### src/rtl/sdram_mon_pkg.sv
`timescale 1ns/1ps
package sdram_mon_pkg;

  typedef enum logic [3:0] {
    CMD_DESL  = 4'd0,
    CMD_NOP   = 4'd1,
    CMD_BST   = 4'd2,
    CMD_READ  = 4'd3,
    CMD_WRITE = 4'd4,
    CMD_ACT   = 4'd5,
    CMD_PRE   = 4'd6,
    CMD_REF   = 4'd7,
    CMD_MRS   = 4'd8
  } cmd_e;

  typedef enum logic [2:0] {
    ST_IDLE    = 3'd0,
    ST_ROW     = 3'd1,
    ST_WREC    = 3'd2,
    ST_WREC_AP = 3'd3,
    ST_PRECH   = 3'd4,
    ST_REFR    = 3'd5,
    ST_MRACC   = 3'd6,
    ST_PWRDN   = 3'd7
  } state_e;

  typedef enum logic [1:0] {
    TSEL_DPL = 2'd0,
    TSEL_RP  = 2'd1,
    TSEL_RC  = 2'd2,
    TSEL_MRD = 2'd3
  } tsel_e;

  typedef struct packed {
    logic  load;
    tsel_e sel;
    logic  flag;
  } strobe_t;

endpackage

### src/rtl/sdram_mon_datapath.sv
`timescale 1ns/1ps
module sdram_mon_datapath
  import sdram_mon_pkg::*;
#(
  parameter int T_DPL = 2,
  parameter int T_RP  = 3,
  parameter int T_RC  = 4,
  parameter int T_MRD = 2
) (
  input  logic    clk,
  input  logic    rstN,
  input  logic    cke,
  input  logic    csN,
  input  logic    rasN,
  input  logic    casN,
  input  logic    weN,
  input  strobe_t stb,
  input  state_e  stateIn,
  output cmd_e    cmd,
  output logic    ckePrev,
  output logic    timerZero,
  output cmd_e    cmdOut,
  output logic    illegalPulse,
  output cmd_e    illegalCmd,
  output state_e  illegalState
);

  localparam int MAX_AB = (T_DPL > T_RP) ? T_DPL : T_RP;
  localparam int MAX_CD = (T_RC > T_MRD) ? T_RC : T_MRD;
  localparam int MAX_T  = (MAX_AB > MAX_CD) ? MAX_AB : MAX_CD;
  localparam int CNT_W  = (MAX_T < 2) ? 1 : $clog2(MAX_T);

  logic [CNT_W-1:0] cnt;
  logic [CNT_W-1:0] loadVal;

  // pin decode: chip select dominates the other three strobes
  always_comb begin
    if (csN) begin
      cmd = CMD_DESL;
    end else begin
      case ({rasN, casN, weN})
        3'b111:  cmd = CMD_NOP;
        3'b110:  cmd = CMD_BST;
        3'b101:  cmd = CMD_READ;
        3'b100:  cmd = CMD_WRITE;
        3'b011:  cmd = CMD_ACT;
        3'b010:  cmd = CMD_PRE;
        3'b001:  cmd = CMD_REF;
        default: cmd = CMD_MRS;
      endcase
    end
  end

  always_comb begin
    case (stb.sel)
      TSEL_DPL: loadVal = CNT_W'(T_DPL - 1);
      TSEL_RP:  loadVal = CNT_W'(T_RP - 1);
      TSEL_RC:  loadVal = CNT_W'(T_RC - 1);
      default:  loadVal = CNT_W'(T_MRD - 1);
    endcase
  end

  // shared interval counter: loaded on entry, exit strobe at zero
  always_ff @(posedge clk) begin
    if (!rstN) begin
      cnt <= '0;
    end else if (stb.load) begin
      cnt <= loadVal;
    end else if (cnt != '0) begin
      cnt <= cnt - 1'b1;
    end
  end

  assign timerZero = (cnt == '0);

  always_ff @(posedge clk) begin
    if (!rstN) begin
      ckePrev      <= 1'b0;
      cmdOut       <= CMD_DESL;
      illegalPulse <= 1'b0;
      illegalCmd   <= CMD_DESL;
      illegalState <= ST_IDLE;
    end else begin
      ckePrev      <= cke;
      cmdOut       <= cmd;
      illegalPulse <= stb.flag;
      if (stb.flag) begin
        illegalCmd   <= cmd;
        illegalState <= stateIn;
      end
    end
  end

  AST_GATED_NO_FLAG: assert property (@(posedge clk) disable iff (!rstN)
    !ckePrev |=> !illegalPulse) else $error("gated command flagged");

endmodule

### src/rtl/sdram_mon_control.sv
`timescale 1ns/1ps
module sdram_mon_control
  import sdram_mon_pkg::*;
(
  input  logic    clk,
  input  logic    rstN,
  input  cmd_e    cmd,
  input  logic    a10,
  input  logic    cke,
  input  logic    evalEn,
  input  logic    timerZero,
  output state_e  state,
  output strobe_t stb
);

  state_e nextState;
  logic   legal;
  logic   nopCls;

  always_comb begin
    nextState = state;
    legal     = 1'b1;
    stb.load  = 1'b0;
    stb.sel   = TSEL_DPL;
    nopCls    = (cmd == CMD_DESL) || (cmd == CMD_NOP) || (cmd == CMD_BST);
    case (state)
      ST_IDLE: begin
        if (evalEn) begin
          case (cmd)
            CMD_ACT: nextState = ST_ROW;
            CMD_REF: begin
              nextState = ST_REFR;
              stb.load  = 1'b1;
              stb.sel   = TSEL_RC;
            end
            CMD_MRS: begin
              nextState = ST_MRACC;
              stb.load  = 1'b1;
              stb.sel   = TSEL_MRD;
            end
            CMD_READ, CMD_WRITE: legal = 1'b0;
            default: ;
          endcase
        end
        if (!cke && (!evalEn || nopCls || cmd == CMD_PRE)) begin
          nextState = ST_PWRDN;
        end
      end
      ST_ROW, ST_WREC: begin
        if (state == ST_WREC && timerZero) begin
          nextState = ST_ROW;
        end
        if (evalEn) begin
          case (cmd)
            CMD_READ: begin
              nextState = a10 ? ST_PRECH : ST_ROW;
              stb.load  = a10;
              stb.sel   = TSEL_RP;
            end
            CMD_WRITE: begin
              nextState = a10 ? ST_WREC_AP : ST_WREC;
              stb.load  = 1'b1;
              stb.sel   = TSEL_DPL;
            end
            CMD_PRE: begin
              if (state == ST_ROW) begin
                nextState = ST_PRECH;
                stb.load  = 1'b1;
                stb.sel   = TSEL_RP;
              end else begin
                legal = 1'b0;
              end
            end
            CMD_DESL, CMD_NOP, CMD_BST: ;
            default: legal = 1'b0;
          endcase
        end
      end
      ST_WREC_AP: begin
        if (timerZero) begin
          nextState = ST_PRECH;
          stb.load  = 1'b1;
          stb.sel   = TSEL_RP;
        end
        if (evalEn && !nopCls) legal = 1'b0;
      end
      ST_PRECH, ST_REFR, ST_MRACC: begin
        if (timerZero) nextState = ST_IDLE;
        if (evalEn && !nopCls) legal = 1'b0;
      end
      default: begin
        nextState = cke ? ST_IDLE : ST_PWRDN;
      end
    endcase
    stb.flag = evalEn && !legal;
  end

  always_ff @(posedge clk) begin
    if (!rstN) state <= ST_IDLE;
    else       state <= nextState;
  end

  AST_PWRDN_FROM_IDLE: assert property (@(posedge clk) disable iff (!rstN)
    (state == ST_PWRDN && $past(state) != ST_PWRDN) |-> $past(state) == ST_IDLE)
    else $error("power-down entered from a busy state");

  AST_WREC_EXIT: assert property (@(posedge clk) disable iff (!rstN)
    (state == ST_ROW && $past(state) == ST_WREC) |-> ($past(timerZero) || $past(evalEn)))
    else $error("write recovery left early");

  AST_REFR_EXIT: assert property (@(posedge clk) disable iff (!rstN)
    (state == ST_REFR && timerZero) |=> state == ST_IDLE)
    else $error("refresh did not end at zero");

  AST_MRACC_EXIT: assert property (@(posedge clk) disable iff (!rstN)
    (state == ST_MRACC && timerZero) |=> state == ST_IDLE)
    else $error("mode access did not end at zero");

endmodule

### src/rtl/sdram_cmd_monitor.sv
`timescale 1ns/1ps
module sdram_cmd_monitor
  import sdram_mon_pkg::*;
#(
  parameter int T_DPL = 2,
  parameter int T_RP  = 3,
  parameter int T_RC  = 4,
  parameter int T_MRD = 2
) (
  input  logic       clk,
  input  logic       rstN,
  input  logic       cke,
  input  logic       csN,
  input  logic       rasN,
  input  logic       casN,
  input  logic       weN,
  input  logic       a10,
  output logic [3:0] cmdOut,
  output logic [2:0] stateOut,
  output logic       illegalPulse,
  output logic [3:0] illegalCmd,
  output logic [2:0] illegalState
);

  cmd_e    cmd;
  cmd_e    cmdQ;
  cmd_e    illCmdQ;
  state_e  state;
  state_e  illStateQ;
  strobe_t stb;
  logic    ckePrev;
  logic    timerZero;

  sdram_mon_datapath #(
    .T_DPL(T_DPL), .T_RP(T_RP), .T_RC(T_RC), .T_MRD(T_MRD)
  ) u_dp (
    .clk(clk), .rstN(rstN), .cke(cke), .csN(csN), .rasN(rasN),
    .casN(casN), .weN(weN), .stb(stb), .stateIn(state), .cmd(cmd),
    .ckePrev(ckePrev), .timerZero(timerZero), .cmdOut(cmdQ),
    .illegalPulse(illegalPulse), .illegalCmd(illCmdQ),
    .illegalState(illStateQ)
  );

  sdram_mon_control u_ctl (
    .clk(clk), .rstN(rstN), .cmd(cmd), .a10(a10), .cke(cke),
    .evalEn(ckePrev), .timerZero(timerZero), .state(state), .stb(stb)
  );

  assign cmdOut       = cmdQ;
  assign stateOut     = state;
  assign illegalCmd   = illCmdQ;
  assign illegalState = illStateQ;

endmodule

### config.mk
export PLATFORM = sky130hd
export DESIGN_NAME = sdram_cmd_monitor
export DESIGN_NICKNAME = d
export VERILOG_FILES = /design/src/rtl/sdram_mon_pkg.sv /design/src/rtl/sdram_mon_datapath.sv /design/src/rtl/sdram_mon_control.sv /design/src/rtl/sdram_cmd_monitor.sv
export SDC_FILE = /design/constraint.sdc
export NUM_CORES = 1
export LEC_CHECK = 0
export ABC_CLOCK_PERIOD_IN_PS = 2800
export CORE_ASPECT_RATIO = 0.9
export CORE_MARGIN = 2
export CORE_UTILIZATION = 45
export CTS_CLUSTER_SIZE = 40
export DETAILED_ROUTE_END_ITERATION = 10
export DONT_BUFFER_PORTS = 1
export PLACE_DENSITY = 0.6
export SLEW_MARGIN = 20
export SYNTH_ARGS = -nofsm -noshare
export SYNTH_HDL_FRONTEND = slang
export SYNTH_HIERARCHICAL = 1
export SYNTH_SLANG_ARGS = --single-unit
### constraint.sdc
create_clock -name clk -period 2.8 [get_ports clk]
set_input_delay 0.42 -clock clk [delete_from_list [all_inputs] [get_ports clk]]
set_output_delay 0.42 -clock clk [all_outputs]
set_load 0.03 [all_outputs]
==> metrics.yaml, run 1 <==
outcome:
  status: "finished, final reports clean"
grt:
  grt_first_pass_wirelength_microns: 4974
  groute.usage.overall: 0.2034
  grt_max_degree: 20
  grt_pass1_vias: 1056
  overflow: 0
  grt_antenna_before_repair: 0
timing:
  setup_viol: 0
  fin_crit_ps: 2502
  timing.final.crit_share: 0.8936
  relSlewSlack: 0.5553
  fmax_ghz: 0.3997
  slew_violations: 0
  tightest_slew_ps: 658.7
  finClkSkew_ps: 4.730
  fin_ws_ps: 297.9
  grt_setup_unrepaired: "no"
  hold_viol_final: 0
clock_network:
  clock-sinks: 18
  cts_buffers: 3
  post_cts_buffers: 0
  cts-resized-gates: 0
  insertion_delay_ps: 290
  tritoncts: "built"
  clockRootBuffer: "clkbuf_4"
  h-tree-depth: 1
  cts_hold_buffers: 0
  clk_pin_slew_ps: 100
  cts_buffer_depth: 2
worst_setup_path:
  ff2ff_setup_slack_ps: 560
  slowest_stage: "or4b_4"
  path_depth: 12
  max_stage_delay_ps: 520
  path_buf_inv: 3
  r2r-start: "u_ctl/state[1]$_SDFFE_PN0P_"
  cp.required_ps: 3000
  r2r_end: "u_dp/cnt[0]$_SDFFE_PN0P_"
  critPathMaxFanout: 4
  path_class: "in -> reg"
  startpoint: "casN"
  critPathArrivalTime_ps: 2700
  critPathCaptureType: "flip-flop"
  cp_cell_sequence: "inv_1 > ha_1 > or3_4 > a211oi_2 > or4b_4 > o21ai_0 > nand3_1 > inv_1 > inv_1 > ha_1 > nor2b_1 > o21a_1"
  ff2ff_path_depth: 7
  crit_end: "u_dp/cnt[1]$_SDFFE_PN0P_"
  startpoint_type: "input port"
  path_common_cell: "inv_1"
  crit_family: "simple AND/OR/NAND/NOR gates"
floorplan:
  die_area_sq_um: 3329
  die_h_microns: 54.94
  num_io_pins: 23
  initial_core_util: 0.4722
  core_sq_um: 2748
  placement_rows: 18
  fp.dieW_microns: 60.60
synth:
  syn_avg_cell_area_sq_um: 8.593
  yosysSeqAreaShare: 0.2777
  synth.distinct_cells: 49
  synthCells: 151
  yosysTopAreaCell: "dfxtp_1"
  ys_ff_latch: 18
  synth-edff-count: 0
  syn-cell-area_sq_um: 1297
  netlist_top_cells_area: "dfxtp_1 (28%), nor2b_1 (7.7%), ha_1 (5.8%), mux2i_1 (5.4%), and2_1 (4.3%)"
  yosys_most_used_dff: "dfxtp_1"
  yosysTopAreaCellShare: 0.2777
  synth_fp_nets: 165
  synthArstFlopShare: 0
  yosysWarnings: 6
final_layout:
  area_growth_pct: 9.643
  mostFrequentLayoutCells: "dfxtp_1 (18), nor2b_1 (16), buf_4 (11), inv_1 (11), and2_1 (9)"
  final_common_cell: "dfxtp_1"
  fin_nets: 173
  drive_gt1_frac: 0.1519
  antenna_cells: 0
placed_design:
  post-place-ws_ps: -42.90
  port_buffers: 0
  dp_hpwl_microns: 2242
  gp_congestion: 0.8642
flow_run:
  cap_violations: 0
power:
  power-per-cell-area_nw_per_um2: 734.6
  power_mw: 1.045
  cellLeakagePower_nw: 0.5221
  ir_drop_uv: 429.6
detailed_routing:
  postRouteAntennaNets: 0
  drt-total-wl_microns: 2949
  drcViolationCount: 0
  drt_iter0_drc: 53
  first_pass_iters: 4
  viasPerCell: 5.722
  vias: 1133
  wire_per_inst_microns: 14.89
worst_hold_path:
  hold_class: "in -> reg"
-- metal layers --
layer / track usage / vias to the layer above / routed length (microns)
li1: - / 556 / -
met1: 0.2910 / 527 / 1382
met2: 0.3029 / 46 / 1290
met3: 0.03256 / 4 / 227
met4: 0.08696 / 0 / 49
met5: 0 / - / 0
-- registers in the layout, indices dropped and copies added (netlist names) --
register and count:
u_dp/illegalCmd 4, u_dp/illegalState 3, u_dp/cnt 2, u_dp/ckePrev 1, u_ctl/state 3, u_dp/illegalPulse 1
u_dp/cmdOut 4
-- how the worst min path moves through the flow --
| stage | start | endpoint | slack (ps) | depth (start not counted) |
|---|---|---|---|---|
| floorplan | cke | u_dp/ckePrev$_SDFF_PN0_ | 550 | 1 |
| global placement | rstN | u_dp/cnt[1]$_SDFFE_PN0P_ | 540 | 1 |
| detailed placement | rstN | u_dp/illegalCmd[3]$_SDFFE_PN0P_ | 550 | 1 |
| CTS | rstN | u_dp/illegalCmd[3]$_SDFFE_PN0P_ | 230 | 1 |
| global route | rstN | u_dp/ckePrev$_SDFF_PN0_ | 230 | 1 |
| finish | rstN | u_dp/cnt[1]$_SDFFE_PN0P_ | 240 | 1 |
-- power breakdown --
group          internal, mW  total (mW)  switching (mW)
sequential            0.299       0.350          0.0512
clock                0.0792       0.159          0.0797
combinational         0.228       0.536           0.308
-- cells in the mapped netlist, types with 4 or more instances --
cell,count
nor3_1,5
nor2b_1,16
nand2b_1,4
mux2i_1,7
dfxtp_1,18
ha_1,6
and2_1,9
buf_2,4
inv_1,11
nand2_1,4
nor2_1,5
nand3_1,5
a21oi_1,6
-- cell type report --
| type | instances | area (sq um) |
|---|---|---|
| Timing Repair Buffer | 11 | 82.58 |
| Fill cell | 271 | 1325 |
| Sequential cell | 18 | 360.3 |
| Tap cell | 40 | 50.05 |
| Clock buffer | 4 | 36.28 |
| Multi-Input combinational cell | 114 | 852.1 |
| Inverter | 11 | 41.29 |
-- metrics by stage --
stage | instance area (sq um) | std cells | util | setup TNS, ps | hold WS, ps
after floorplan | 1299 | 151 | - | 0 | 547.3
after global placement | 1386 | 194 | 0.5046 | 0 | 542.1
after detailed placement | 1386 | 194 | 0.5046 | -42.90 | 545.7
after CTS | 1423 | 198 | 0.5178 | 0 | 232.8
after global routing | 1423 | 198 | 0.5178 | 0 | 229.7
final | 1423 | 198 | 0.5178 | 0 | 239.0
-- logic make-up after synthesis --
group                    share of synthesized area
AND/OR/NAND/NOR                             0.2951
buffers and inverters                      0.06557
flip-flops                                  0.2777
multiplexers                               0.06268
AO/OA/AOI/OAI                               0.2208
XOR/XNOR                                   0.02025
adder cells (fa/ha/maj)                    0.05786
(Power assumes the default switching activity.)
==> inputs of run 2 (changes only) <==
ABC_AREA = 1   (was not set)
GPL_ROUTABILITY_DRIVEN = 0   (was not set)
RECOVER_POWER = 25   (was not set)
==> run 2 against run 1 <==
Synthesized cell count up 31%. Combinational power grew 3%. Worst setup slack gained 380 ps. Sequential cell count is the same. Sequential share of layout area increased by 2.0 points. Die area shrank 2.2%. First-iteration DRC count is 43% lower. Cell count increased by 17%. Critical endpoint is now u_dp/illegalState[1]$_SDFFE_PN0P_.
==> metrics.yaml, run 2 <==
outcome:
  status: "finished, final reports clean"
clock_network:
  cts_buffer_depth: 2  # unchanged
  clk_pin_slew_ps: 110  # about the same
  clock-sinks: 18  # unchanged
  insertion_delay_ps: 300  # about the same
  post_cts_buffers: 0  # unchanged
  cts_hold_buffers: 0  # unchanged
  clockRootBuffer: "clkbuf_4"
  cts-resized-gates: 0  # unchanged
  h-tree-depth: 1  # unchanged
  cts_buffers: 3  # unchanged
  tritoncts: "built"
final_layout:
  final_cell_area_sq_um: 1319  # -7.3%
  fill_cells: 277  # +2.2%
  final_common_cell: "nand2_1"
  fin_nets: 216  # +25%
  top_regs: "u_dp/cmdOut x4, u_dp/illegalCmd x4"
  mostFrequentLayoutCells: "nand2_1 (51), inv_1 (29), nor2_1 (25), dfxtp_1 (18), nand3_1 (16)"
  fin_util: 0.4880  # -0.02980
  antenna_cells: 0  # unchanged
  drive_gt1_frac: 0.1443  # -0.007620
  area_growth_pct: 4.150
  final_cells: 231  # +17%
power:
  ir_drop_uv: 516.3  # +20%
  cellLeakagePower_nw: 0.7110  # +36%
  power_mw: 1.163  # +11%
  power-per-cell-area_nw_per_um2: 882.1  # +20%
detailed_routing:
  first_pass_iters: 4  # unchanged
  postRouteAntennaNets: 0  # unchanged
  drcViolationCount: 0  # unchanged
  viasPerCell: 5.082  # -11%
  vias: 1174  # +3.6%
  drt-total-wl_microns: 2628  # -11%
  drt_iter0_drc: 30  # -43%
  wire_per_inst_microns: 11.38  # -24%
synth:
  synthXorXnorAreaFrac: 0  # -0.02025
  yosysTopAreaCell: "dfxtp_1"
  yosysWarnings: 6  # unchanged
  synthCells: 198  # +31%
  synth_most_common_cell: "nand2_1"
  ys_top_cells_by_count: "nand2_1 (51), inv_1 (29), nor2_1 (24)"
  yosys.area_share.simple: 0.4229  # +0.1278
  synth.distinct_cells: 23  # -53%
  synth_top_family_by_area: "simple AND/OR/NAND/NOR gates"
  synth-edff-count: 0  # unchanged
  synthArstFlopShare: 0  # unchanged
  yosys_most_used_dff: "dfxtp_1"
  syn-cell-area_sq_um: 1266  # -2.4%
  yosysSeqAreaShare: 0.2846  # +0.006861
  muxShareOfSynthArea: 0  # -0.06268
  netlist_top_cells_area: "dfxtp_1 (28%), nand2_1 (15%), inv_1 (8.6%), nor2_1 (7.1%), nand3_1 (6.3%)"
  syn_avg_cell_area_sq_um: 6.395  # -26%
  synth_compound_area_frac: 0.1057  # -0.1151
  synth_fp_nets: 212  # +28%
  synth_fa_ha_area_frac: 0.05929  # +0.001429
  ys_ff_latch: 18  # unchanged
  yosysTopAreaCellShare: 0.2846  # +0.006861
timing:
  tightest_slew_ps: 498.7  # -160.0 ps
  fmax_ghz: 0.4709  # +18%
  hold_viol_final: 0  # unchanged
  fin_crit_ps: 2123  # -378.7 ps
  fin_ws_ps: 676.6  # +378.7 ps
  setup_tns_ps: 0  # unchanged
  grt_setup_unrepaired: "no"
  finClkSkew_ps: 9.152  # +4.422 ps
  relSlewSlack: 0.6671  # +0.1118
  setup_viol: 0  # unchanged
  slew_violations: 0  # unchanged
  timing.final.crit_share: 0.7584  # -0.1353
  holdWs_ps: 224.8  # -14.25 ps
floorplan:
  die_area_sq_um: 3255  # -2.2%
  fp.dieW_microns: 59.92  # -1.1%
  num_io_pins: 23  # unchanged
  placement_rows: 18  # unchanged
  die_h_microns: 54.33  # -1.1%
  core_sq_um: 2703  # -1.6%
  initial_core_util: 0.4685  # -0.003704
worst_setup_path:
  critPathMaxFanout: 13  # +9
  path_class: "in -> reg"
  critPathArrivalTime_ps: 2310  # -390 ps
  cp.required_ps: 2990  # about the same
  critPathCaptureType: "flip-flop"
  startpoint_type: "input port"
placed_design:
  dp_hpwl_microns: 2052  # -8.5%
  dp_cells: 227  # +17%
  port_buffers: 0  # unchanged
  place_area_sq_um: 1285  # -7.3%
  post-place-ws_ps: 371.0  # +413.9 ps
worst_hold_path:
  hold_class: "in -> reg"
grt:
  overflow: 0  # unchanged
  use_met2: 0.2899  # -0.01301
  grt_pass1_vias: 1068  # +1.1%
  grt_first_pass_wirelength_microns: 4457  # -10%
  grt_max_degree: 16  # -20%
  grt_use_met3: 0.06856  # +0.03600
  grt_antenna_before_repair: 0  # unchanged
  globalRoute.busiestLayer: "met2"
  use_met1: 0.2336  # -0.05739
  groute.usage.overall: 0.1802  # -0.02314
flow_run:
  cap_violations: 0  # unchanged
run 2: cell count changes in the layout (fill, tap and decap cells not counted), moves of 7 or more:
| cell | previous run | this run |
|---|---|---|
| o21ai_0 | 2 | 9 |
| nand3_1 | 5 | 16 |
| nand2_1 | 4 | 51 |
| nand2_2 | 0 | 8 |
| buf_4 | 11 | 2 |
| nor2_1 | 5 | 25 |
| nor2b_1 | 16 | 0 |
| inv_1 | 11 | 29 |
| mux2i_1 | 7 | 0 |
| and2_1 | 9 | 0 |
run 2: final timing paths:
| kind | endpoint | cells after the start | startpoint | slack [ps] |
|---|---|---|---|---|
| max | u_dp/illegalState[1]$_SDFFE_PN0P_ | 13 | casN | 680 |
| min | u_dp/ckePrev$_SDFF_PN0_ | 2 | rstN | 220 |
| max reg2reg | u_dp/illegalState[1]$_SDFFE_PN0P_ | 10 | u_ctl/state[1]$_SDFFE_PN0P_ | 880 |
| min reg2reg | u_dp/cnt[0]$_SDFFE_PN0P_ | 3 | u_dp/cnt[0]$_SDFFE_PN0P_ | 540 |
run 2: routing by layer:
layer	share of wire	vias to the layer above	wire length (microns)
met5	0	-	0
met4	0.0061	0	16
met3	0.060	2	158
met2	0.46	24	1196
met1	0.48	519	1257
li1	-	629	-
run 2: worst max-delay path, cell delays in order:
cell and delay, ps:
inv_1 30, ha_1 200, o21ai_0 310, inv_1 180, nor2_2 210, nand2_2 120, nand2_1 90, o211ai_1 90
a211oi_1 210, buf_4 230, inv_1 80, nor2_1 90, nor2_1 50
run 2: logic make-up after synthesis:
logic type | count (synthesis)
buffers and inverters | 37
flip-flops | 18
AO/OA/AOI/OAI | 24
AND/OR/NAND/NOR | 113
adder cells (fa/ha/maj) | 6
run 2: power breakdown:
| group | internal, mW | switching (mW) |
|---|---|---|
| logic | 0.183 | 0.368 |
| clock network | 0.0792 | 0.0811 |
| registers | 0.320 | 0.132 |
| total | 0.582 | 0.581 |
run 2: cell type report:
cell class              count  area [sq um]  area share
multi-input cells         143         742.0      0.5626
flip-flops and latches     18         360.3      0.2732
clock buffers               4         36.28     0.02751
inverters                  34         127.6     0.09677
well taps                  30         37.54     0.02846
repair buffers              2         15.01     0.01139
